==> src/rtl/blt_pkg.sv <==
package blt_pkg;
  localparam int BURST_BEATS   = 8;
  localparam int BEATS_PER_CLK = 2;
  localparam int BANK_W        = 3;
  localparam int LAT_CFG_W     = 4;
  localparam int CL_MIN        = 5;
  localparam int CL_MAX        = 11;
  localparam int CWL_MIN       = 5;
  localparam int CWL_MAX       = 10;
  localparam int SYNC_STAGES   = 2;

  typedef enum logic [1:0] {
    AL_NONE  = 2'd0,
    AL_CL_M1 = 2'd1,
    AL_CL_M2 = 2'd2
  } al_mode_e;

  typedef enum logic [1:0] {
    WIN_IDLE,
    WIN_WAIT,
    WIN_DATA
  } win_state_e;
endpackage

==> src/rtl/blt_rst_sync.sv <==
module blt_rst_sync #(
  parameter int STAGES = 2
) (
  input  logic clk,
  input  logic rst_n,
  output logic rst_ok_n
);
  logic [STAGES-1:0] sync_q;
  logic [STAGES-1:0] sync_d;

  always_comb begin
    sync_d = {sync_q[STAGES-2:0], 1'b1};
  end

  always_ff @(posedge clk or negedge rst_n) begin
    if (!rst_n) sync_q <= '0;
    else        sync_q <= sync_d;
  end

  assign rst_ok_n = sync_q[STAGES-1];
endmodule

==> src/rtl/blt_cfg.sv <==
module blt_cfg
  import blt_pkg::*;
#(
  parameter int CFG_W   = LAT_CFG_W,
  parameter int CLMIN   = CL_MIN,
  parameter int CLMAX   = CL_MAX,
  parameter int CWLMIN  = CWL_MIN,
  parameter int CWLMAX  = CWL_MAX,
  localparam int LAT_W  = CFG_W + 1
) (
  input  logic             clk,
  input  logic             rst_n,
  input  logic             wr_req,
  input  logic             allow,
  input  logic [CFG_W-1:0] cl_in,
  input  logic [1:0]       al_in,
  input  logic [CFG_W-1:0] cwl_in,
  output logic [LAT_W-1:0] rd_lat,
  output logic [LAT_W-1:0] wr_lat,
  output logic             err
);
  logic [CFG_W-1:0] cl_q, cl_d, cwl_q, cwl_d;
  al_mode_e         al_q, al_d;
  logic             err_q, err_d;
  logic             legal;
  logic [LAT_W-1:0] al_val;

  always_comb begin
    legal = (cl_in  >= CFG_W'(CLMIN))  && (cl_in  <= CFG_W'(CLMAX)) &&
            (cwl_in >= CFG_W'(CWLMIN)) && (cwl_in <= CFG_W'(CWLMAX)) &&
            (al_in != 2'd3);
    cl_d  = cl_q;
    cwl_d = cwl_q;
    al_d  = al_q;
    err_d = 1'b0;
    if (wr_req && allow) begin
      if (legal) begin
        cl_d  = cl_in;
        cwl_d = cwl_in;
        al_d  = al_mode_e'(al_in);
      end else begin
        err_d = 1'b1;
      end
    end
  end

  always_ff @(posedge clk or negedge rst_n) begin
    if (!rst_n) begin
      cl_q  <= CFG_W'(CLMIN);
      cwl_q <= CFG_W'(CWLMIN);
      al_q  <= AL_NONE;
      err_q <= 1'b0;
    end else begin
      cl_q  <= cl_d;
      cwl_q <= cwl_d;
      al_q  <= al_d;
      err_q <= err_d;
    end
  end

  always_comb begin
    case (al_q)
      AL_CL_M1: al_val = LAT_W'(cl_q) - LAT_W'(1);
      AL_CL_M2: al_val = LAT_W'(cl_q) - LAT_W'(2);
      default:  al_val = '0;
    endcase
    rd_lat = al_val + LAT_W'(cl_q);
    wr_lat = al_val + LAT_W'(cwl_q);
  end

  assign err = err_q;
endmodule

==> src/rtl/blt_window.sv <==
module blt_window
  import blt_pkg::*;
#(
  parameter int BEATS   = BURST_BEATS,
  parameter int PER_CLK = BEATS_PER_CLK,
  parameter int LAT_W   = LAT_CFG_W + 1,
  localparam int SLOT   = BEATS / PER_CLK,
  localparam int CHOP   = SLOT / 2,
  localparam int SLOT_W = $clog2(SLOT),
  localparam int BEAT_W = $clog2(BEATS)
) (
  input  logic              clk,
  input  logic              rst_n,
  input  logic              start,
  input  logic              start_wr,
  input  logic              start_chop,
  input  logic [LAT_W-1:0]  lat,
  output logic              busy,
  output logic              rd_en,
  output logic              wr_en,
  output logic [BEAT_W-1:0] beat_idx
);
  win_state_e        state_q, state_d;
  logic [LAT_W-1:0]  cnt_q, cnt_d;
  logic [SLOT_W-1:0] slot_q, slot_d;
  logic              wr_q, wr_d, chop_q, chop_d;
  logic              en;

  always_comb begin
    state_d = state_q;
    cnt_d   = cnt_q;
    slot_d  = slot_q;
    wr_d    = wr_q;
    chop_d  = chop_q;
    case (state_q)
      WIN_IDLE: begin
        if (start) begin
          state_d = WIN_WAIT;
          cnt_d   = lat;
          wr_d    = start_wr;
          chop_d  = start_chop;
        end
      end
      WIN_WAIT: begin
        cnt_d = cnt_q - LAT_W'(1);
        if (cnt_q == LAT_W'(1)) begin
          state_d = WIN_DATA;
          slot_d  = '0;
        end
      end
      WIN_DATA: begin
        slot_d = slot_q + SLOT_W'(1);
        if (slot_q == SLOT_W'(SLOT - 1)) state_d = WIN_IDLE;
      end
      default: state_d = WIN_IDLE;
    endcase
  end

  always_ff @(posedge clk or negedge rst_n) begin
    if (!rst_n) begin
      state_q <= WIN_IDLE;
      cnt_q   <= '0;
      slot_q  <= '0;
      wr_q    <= 1'b0;
      chop_q  <= 1'b0;
    end else begin
      state_q <= state_d;
      cnt_q   <= cnt_d;
      slot_q  <= slot_d;
      wr_q    <= wr_d;
      chop_q  <= chop_d;
    end
  end

  always_comb begin
    busy     = (state_q != WIN_IDLE);
    en       = (state_q == WIN_DATA) && (!chop_q || (slot_q < SLOT_W'(CHOP)));
    rd_en    = en && !wr_q;
    wr_en    = en && wr_q;
    beat_idx = en ? BEAT_W'(BEAT_W'(slot_q) * BEAT_W'(PER_CLK)) : '0;
  end
endmodule

==> src/rtl/burst_lat_sched.sv <==
module burst_lat_sched
  import blt_pkg::*;
#(
  parameter int BANKW   = BANK_W,
  parameter int CFG_W   = LAT_CFG_W,
  parameter int BEATS   = BURST_BEATS,
  parameter int PER_CLK = BEATS_PER_CLK,
  localparam int LAT_W  = CFG_W + 1,
  localparam int BEAT_W = $clog2(BEATS)
) (
  input  logic              clk,
  input  logic              rst_n,
  input  logic              cmd_valid,
  input  logic              cmd_write,
  input  logic [BANKW-1:0]  cmd_bank,
  input  logic              cmd_chop,
  output logic              cmd_ready,
  input  logic              cfg_wr,
  input  logic [CFG_W-1:0]  cfg_cl,
  input  logic [1:0]        cfg_al_mode,
  input  logic [CFG_W-1:0]  cfg_cwl,
  output logic              cfg_err,
  output logic              issue_valid,
  output logic              issue_write,
  output logic [BANKW-1:0]  issue_bank,
  output logic              issue_a12,
  output logic              rd_en,
  output logic              wr_en,
  output logic [BEAT_W-1:0] beat_idx
);
  logic             rst_ok_n;
  logic             busy, accept;
  logic [LAT_W-1:0] rd_lat, wr_lat, sel_lat;
  logic             iv_q, iv_d, iw_q, iw_d, ia_q, ia_d;
  logic [BANKW-1:0] ib_q, ib_d;

  blt_rst_sync #(.STAGES(SYNC_STAGES)) u_sync (
    .clk(clk), .rst_n(rst_n), .rst_ok_n(rst_ok_n)
  );

  assign cmd_ready = rst_ok_n && !busy;
  assign accept    = cmd_valid && cmd_ready;
  assign sel_lat   = cmd_write ? wr_lat : rd_lat;

  blt_cfg #(.CFG_W(CFG_W)) u_cfg (
    .clk(clk), .rst_n(rst_ok_n), .wr_req(cfg_wr),
    .allow(cmd_ready && !accept),
    .cl_in(cfg_cl), .al_in(cfg_al_mode), .cwl_in(cfg_cwl),
    .rd_lat(rd_lat), .wr_lat(wr_lat), .err(cfg_err)
  );

  blt_window #(.BEATS(BEATS), .PER_CLK(PER_CLK), .LAT_W(LAT_W)) u_win (
    .clk(clk), .rst_n(rst_ok_n), .start(accept),
    .start_wr(cmd_write), .start_chop(cmd_chop), .lat(sel_lat),
    .busy(busy), .rd_en(rd_en), .wr_en(wr_en), .beat_idx(beat_idx)
  );

  always_comb begin
    iv_d = accept;
    iw_d = iw_q;
    ia_d = ia_q;
    ib_d = ib_q;
    if (accept) begin
      iw_d = cmd_write;
      ia_d = cmd_chop;
      ib_d = cmd_bank;
    end
  end

  always_ff @(posedge clk or negedge rst_ok_n) begin
    if (!rst_ok_n) begin
      iv_q <= 1'b0;
      iw_q <= 1'b0;
      ia_q <= 1'b0;
      ib_q <= '0;
    end else begin
      iv_q <= iv_d;
      iw_q <= iw_d;
      ia_q <= ia_d;
      ib_q <= ib_d;
    end
  end

  assign issue_valid = iv_q;
  assign issue_write = iw_q;
  assign issue_a12   = ia_q;
  assign issue_bank  = ib_q;
endmodule

==> config.mk <==
export PLATFORM = sky130hd
export DESIGN_NAME = burst_lat_sched
export DESIGN_NICKNAME = d
export VERILOG_FILES = /design/src/rtl/blt_pkg.sv /design/src/rtl/blt_rst_sync.sv /design/src/rtl/blt_cfg.sv /design/src/rtl/blt_window.sv /design/src/rtl/burst_lat_sched.sv
export SDC_FILE = /design/constraint.sdc
export NUM_CORES = 1
export LEC_CHECK = 0
export CORE_MARGIN = 2
export CORE_UTILIZATION = 52
export CTS_BUF_LIST = sky130_fd_sc_hd__clkbuf_16
export DETAILED_ROUTE_END_ITERATION = 8
export MAX_ROUTING_LAYER = met4
export PLACE_DENSITY_LB_ADDON = 0.1
export SLEW_MARGIN = 0
export SYNTH_ARGS = -nofsm -noshare
export SYNTH_HDL_FRONTEND = slang
export SYNTH_SLANG_ARGS = --single-unit
==> constraint.sdc <==
create_clock -name clk -period 1.96 [get_ports clk]
set_clock_uncertainty 0.15 [all_clocks]
set_input_delay 0.392 -clock clk [delete_from_list [all_inputs] [get_ports clk]]
set_output_delay 0.392 -clock clk [all_outputs]
set_load 0.1 [all_outputs]
# == Word-level counts from Yosys, hierarchy flattened ==
# Index checks and enable logic that the tools add are counted.
# word_totals
register_bits,30
input_bits,19
# classes
add_sub_neg,6
order_cmp,5
eq_ne,10
mux,13
n_reduce_logical,25
# op_table
operator,count
5-bit one-hot mux with 2 select lines,2
1-bit logical AND,11
5-bit by 4-bit adder with 5-bit output,2
5-bit 2-to-1 mux,2
"4-bit by 3-bit >= comparator with 1-bit output, second input constant",2
"4-bit less-or-equal comparator, second input constant",2
2-bit 2-to-1 mux,4
2-bit AND reduction,4
"2-bit equality test, second input constant",3
2-bit one-hot mux with 3 select lines,1
2-bit nonzero test,3
"5-bit by 1-bit equality test with 1-bit output, second input constant",1
"4-bit by 1-bit subtractor with 5-bit output, second input constant",1
"4-bit by 2-bit subtractor with 5-bit output, second input constant",1
"5-bit by 1-bit subtractor with 5-bit output, second input constant",1
"2-bit by 1-bit equality test with 1-bit output, second input constant",2
1-bit zero test,4
"2-bit by 1-bit inequality test with 1-bit output, second input constant",2
"2-bit inequality test, second input constant",2
2-bit one-hot mux with 2 select lines,1
3-bit 2-to-1 mux,1
3-bit AND reduction,1
"2-bit by 1-bit adder with 2-bit output, second input constant",1
2-bit zero test,1
3 further kinds,4

# == Logic depth before layout (Yosys ltp) ==
# logic_depth
word_depth,8
mapped_depth,11

# == Cells and area by module ==
# From an unflattened synthesis, not the netlist that was laid out.
# hier_totals
hier_cells,182
hier_area_um2,1999.4
# by_module_without_submodules
mod,instances,cells_per_inst,area_each_um2
blt_cfg,1,87,945.9
blt_window,1,71,675.6
burst_lat_sched,1,21,324.1
blt_rst_sync,1,3,53.8

# == Worst setup path before layout ==
# OpenSTA, ideal clock, no wires.
# synth_timing
path_kind,register to register
from,register u_sync.sync_q[1]
to,register u_cfg.al_q[0]
setup_ns,0.125
t_arrival_ns,3.200
t_required_ns,1.685
slack_ns,-1.515
stages_incl_launch_ff,6
path_buffers,1
period_less_slack_ns,3.475
path_cell_list,dfrtp_1 nor3b_2 nand3b_1 nand4b_1 buf_6 mux2_4
# synth_via
elab_chain_len,6
# synth_rtl
element,line,source
"start, declared",blt_rst_sync.sv:8,logic [STAGES-1:0] sync_q;
"start signal, assigned",blt_rst_sync.sv:17,else sync_q <= sync_d;
1-bit logical AND (*),burst_lat_sched.sv:41,assign cmd_ready = rst_ok_n && !busy;
via cmd_ready,burst_lat_sched.sv:17,"output logic cmd_ready,"
1-bit logical AND,burst_lat_sched.sv:42,assign accept = cmd_valid && cmd_ready;
1-bit zero test,burst_lat_sched.sv:47,".allow(cmd_ready && !accept),"
1-bit logical AND (*),burst_lat_sched.sv:47,
1-bit logical AND (*),blt_cfg.sv:36,if (wr_req && allow) begin
2-bit AND reduction (no source line) (*),-,
"end signal, assigned",blt_cfg.sv:56,al_q <= al_d;
"end, declared",blt_cfg.sv:23,"al_mode_e al_q, al_d;"
# Mark *: on every way through the listed nets, which the timed path passes. The rest lies on a longest branch.
# A chain may end at the register's enable or synchronous reset.

# == Worst setup path after layout ==
# layout_timing
from,register u_cfg.cl_q[0]
to,register u_win.cnt_q[2]
# layout_via
elab_chain_len,6
# layout_rtl
element,line,source
"start, declared",blt_cfg.sv:22,"logic [CFG_W-1:0] cl_q, cl_d, cwl_q, cwl_d;"
"start signal, assigned",blt_cfg.sv:49,cl_q <= CFG_W'(CLMIN);
"start signal, assigned",blt_cfg.sv:54,cl_q <= cl_d;
4-bit by 2-bit subtractor with 5-bit output / 4-bit by 1-bit subtractor with 5-bit output (equally long branches),"blt_cfg.sv:64, blt_cfg.sv:63",
5-bit one-hot mux with 2 select lines,blt_cfg.sv:62,case (al_q)
5-bit by 4-bit adder with 5-bit output (on tied branches),"blt_cfg.sv:67, blt_cfg.sv:68",
5-bit 2-to-1 mux (*),burst_lat_sched.sv:43,assign sel_lat = cmd_write ? wr_lat : rd_lat;
5-bit 2-to-1 mux (*),blt_window.sv:37,if (start) begin
5-bit one-hot mux with 2 select lines (*),blt_window.sv:35,case (state_q)
"end signal, assigned",blt_window.sv:68,cnt_q <= cnt_d;
"end, declared",blt_window.sv:24,"logic [LAT_W-1:0] cnt_q, cnt_d;"
# Mark *: on every way between the ends. The rest lies on a longest branch, timed or not. The select of a mux whose other input is x is not followed.

==> results.sh <==
export IMPL_status="finished, violations left"
export IMPL_failed_checks="setup timing"
export IMPL_place_ws_ps=-696
export IMPL_slowest_delay_ps=540
export IMPL_netlist_top_cells_count="dfrtp_1 (26), nand2_1 (26), inv_1 (13)"
export IMPL_wire_per_inst_um=15.6
export IMPL_fmax_ghz=0.422
export IMPL_io_pins=32
export IMPL_drt_wl_total_mm=4.41
export IMPL_regToRegStartpoint="u_cfg.cl_q[0]"
export IMPL_hpwl_mm=3.28
export IMPL_path_clk_slew_ps=50
export IMPL_rsz0062_at_grt="yes"
export IMPL_p_sw_share_pct=41.1
export IMPL_grt_pass1_vias=1620
export IMPL_drive_above_1_share_pct=36.3
export IMPL_nFillCells=209
export IMPL_setup_worst_path_end="u_win.cnt_q[2]"
export IMPL_p_leak_nw=1.30
export IMPL_die_area_um2=3930
export IMPL_place_inst=273
export IMPL_p_switching_mw=1.49
export IMPL_power_density_nw_per_um2=1350
export IMPL_seqPwrFrac_pct=29.5
export IMPL_drc=0
export IMPL_fin_area_um2=2680
export IMPL_grt_start_max_net_pins=17
export IMPL_fin_cells=283
export IMPL_synth_ff_type="dfrtp_1"
export IMPL_antenna_found_initial=0
export IMPL_synth_area_um2=1790
export IMPL_synth_nets=207
export IMPL_path_depth=9
export IMPL_fin_nets=268
export IMPL_regArea_um2=759
export IMPL_maxCapViolations=0
export IMPL_hold_slack_ps=108
export IMPL_globalRouteOverflowTotal=0
export IMPL_tns_ps=-1940
export IMPL_fin_util_pct=81.0
export IMPL_place_congestion=0.834
export IMPL_die_y_um=62.7
export IMPL_worst_slack_ps=-411
export IMPL_first_pass_iters=6
export IMPL_insertion_delay_ps=270
export IMPL_grt_use_total_pct=25.7
export IMPL_criticalPathCategory="flop to flop"
export IMPL_synthArstFlopShare_pct=100
export IMPL_yosysUniqueCellTypes=46
export IMPL_io_buffers=30
export IMPL_ant_nets=0
export IMPL_hold_path_class="flop to async pin"
export IMPL_place_area_um2=2500
export IMPL_p_clk_share_pct=19.8
export IMPL_synth_largest_area_cell="dfrtp_1"
export IMPL_vias=1548
export IMPL_synth_top_area_share_pct=36.3
export IMPL_r2r_end="u_win.cnt_q[2]"
export IMPL_syn_to_final_growth_pct=49.7
export IMPL_start_util_pct=54.1
export IMPL_grt_first_pass_wirelength_mm=7.66
export IMPL_worstSetupStartpointType="flop"
export IMPL_root_buffer="clkbuf_16"
export IMPL_reg2regPathDepth=9
export IMPL_avgViaCountPerCell=5.47
export IMPL_ys_ff_latch=30
export IMPL_cp_max_fo=2
export IMPL_die_x_um=62.7
export IMPL_crit_buf_inv=2
export IMPL_maxSlewViolCount=0
export IMPL_cts_buffer_depth=2
export IMPL_crit_arrival_ps=2380
export IMPL_drt_iter0_markers=108
export IMPL_yosysSeqAreaShare_pct=42.2
export IMPL_crit_path_start="u_cfg.cl_q[0]"
export IMPL_crit_path_end_kind="flop"
export IMPL_syn_avg_cell_area_um2=10.2
export IMPL_ys_warn_count=0
export IMPL_combinationalPowerShare_pct=50.8
export IMPL_fin_crit_sh_pct=121
export IMPL_hold_violations=0
export IMPL_peakVddDrop_v=0.000659
export IMPL_multi_input_area_um2=1020
export IMPL_cts_num_sinks=30
export IMPL_cts_max_level=2
export IMPL_synth_area_leaders="dfrtp_1 (36%), ha_1 (8.4%), mux2_4 (8.4%), dfstp_2 (5.9%), nand2_1 (5.4%)"
export IMPL_rows=21
export IMPL_cts_tree="done"
export IMPL_core_area_um2=3310
export IMPL_cts_buffers=5
export IMPL_finalPower_mw=3.63
export IMPL_r2r_slack_ps=-410
export IMPL_internal_power_mw=2.14
export IMPL_synth_edf_count=0
export IMPL_cp_top_family="adder cells"
export IMPL_finalSetupViolCount=9
export IMPL_synthCells=175
export IMPL_min_period_ps=2370
export IMPL_diodes=0
export IMPL_crit_path_cell_trace="inv_2, ha_4, or2b_1, a21o_1, fa_2, buf_4, xor2_1, a32oi_1, o22a_1"
export IMPL_slowest_stage="dfstp_2"
export IMPL_required_ps=1970
==> registers in the layout (all words and copies together), names as in the netlist <==
register,flops
u_cfg.cwl_q,4
u_win.state_q,2
u_win.wr_q,1
issue_valid,1
u_cfg.cl_q,4
issue_bank,3
issue_write,1
issue_a12,1
u_sync.sync_q,2
u_win.slot_q,2
u_win.chop_q,1
u_cfg.al_q,2
u_cfg.err,1
u_win.cnt_q,5
==> worst min path at each step <==
stage	slack, ps	cells after the start	from	to
after floorplan	-50	0	rst_n	u_sync.sync_q[0]
after CTS	110	1	u_sync.sync_q[1]	u_win.cnt_q[0]
final	110	1	u_sync.sync_q[1]	u_win.cnt_q[0]
after global placement	110	1	u_sync.sync_q[1]	u_win.cnt_q[0]
after global routing	130	1	rst_n	u_sync.sync_q[0]
after detailed placement	110	1	u_sync.sync_q[1]	u_win.cnt_q[0]
==> metal layers <==
metal	share of wire [%]	global-route usage, %	up-vias
li1	-	-	720
met1	40	29.5	779
met2	53	44.6	39
met3	4.4	5.77	10
met4	1.9	8.61	0
met5	0	-	-
==> placed cells by master (no fill, tap or decap), types with 5 or more instances in the layout <==
master           netlist  routed
dfrtp_1               26      25
buf_4                  1      28
nand2_1               26      26
mux2_4                10      10
clkdlybuf4s50_1        0      16
clkbuf_16              0       5
buf_12                 0      12
ha_1                  12      11
nor2_1                 6       6
inv_1                 13      13
==> what timing repair did <==
action / in CTS / in global routing
pin swaps: 3 / 4
cloned: 0 / 0
setup endpoints to repair: 9 / 17
hold buffers: 0 / 0
setup buffers: 1 / 1
gates resized for setup: 3 / 7
==> cell families (layout without fill, tap and decap cells) <==
kind of cell    Yosys count  in the layout  share of synthesized area [%]
xor+xnor                  7              7                           3.42
buf+inv                  20             82                           4.89
flops                    30             30                           42.2
fa+ha+maj                13             13                           9.50
compound gates           32             32                           12.8
other cells               2              2                          0.419
simple gates             56             56                           15.4
mux                      15             15                           11.4
==> power groups by stage <==
stage | registers [mW] | clock network (mW) | logic (mW)
floorplan | 1.38 | 0 | 0.790
global placement | 1.05 | 0 | 1.71
finish | 1.07 | 0.716 | 1.84
detailed placement | 1.07 | 0 | 1.78
global route | 1.09 | 0.760 | 1.98
CTS | 1.06 | 0.719 | 1.82
==> cell type report <==
| cell class | count | area share, % |
|---|---|---|
| multi-input cells | 125 | 37.9 |
| flip-flops and latches | 30 | 28.3 |
| repair buffers | 60 | 24.5 |
| clock buffers | 5 | 4.67 |
| well taps | 46 | 2.15 |
| inverters | 14 | 1.96 |
| clock inverters | 3 | 0.467 |
(Power assumes the default switching activity.)
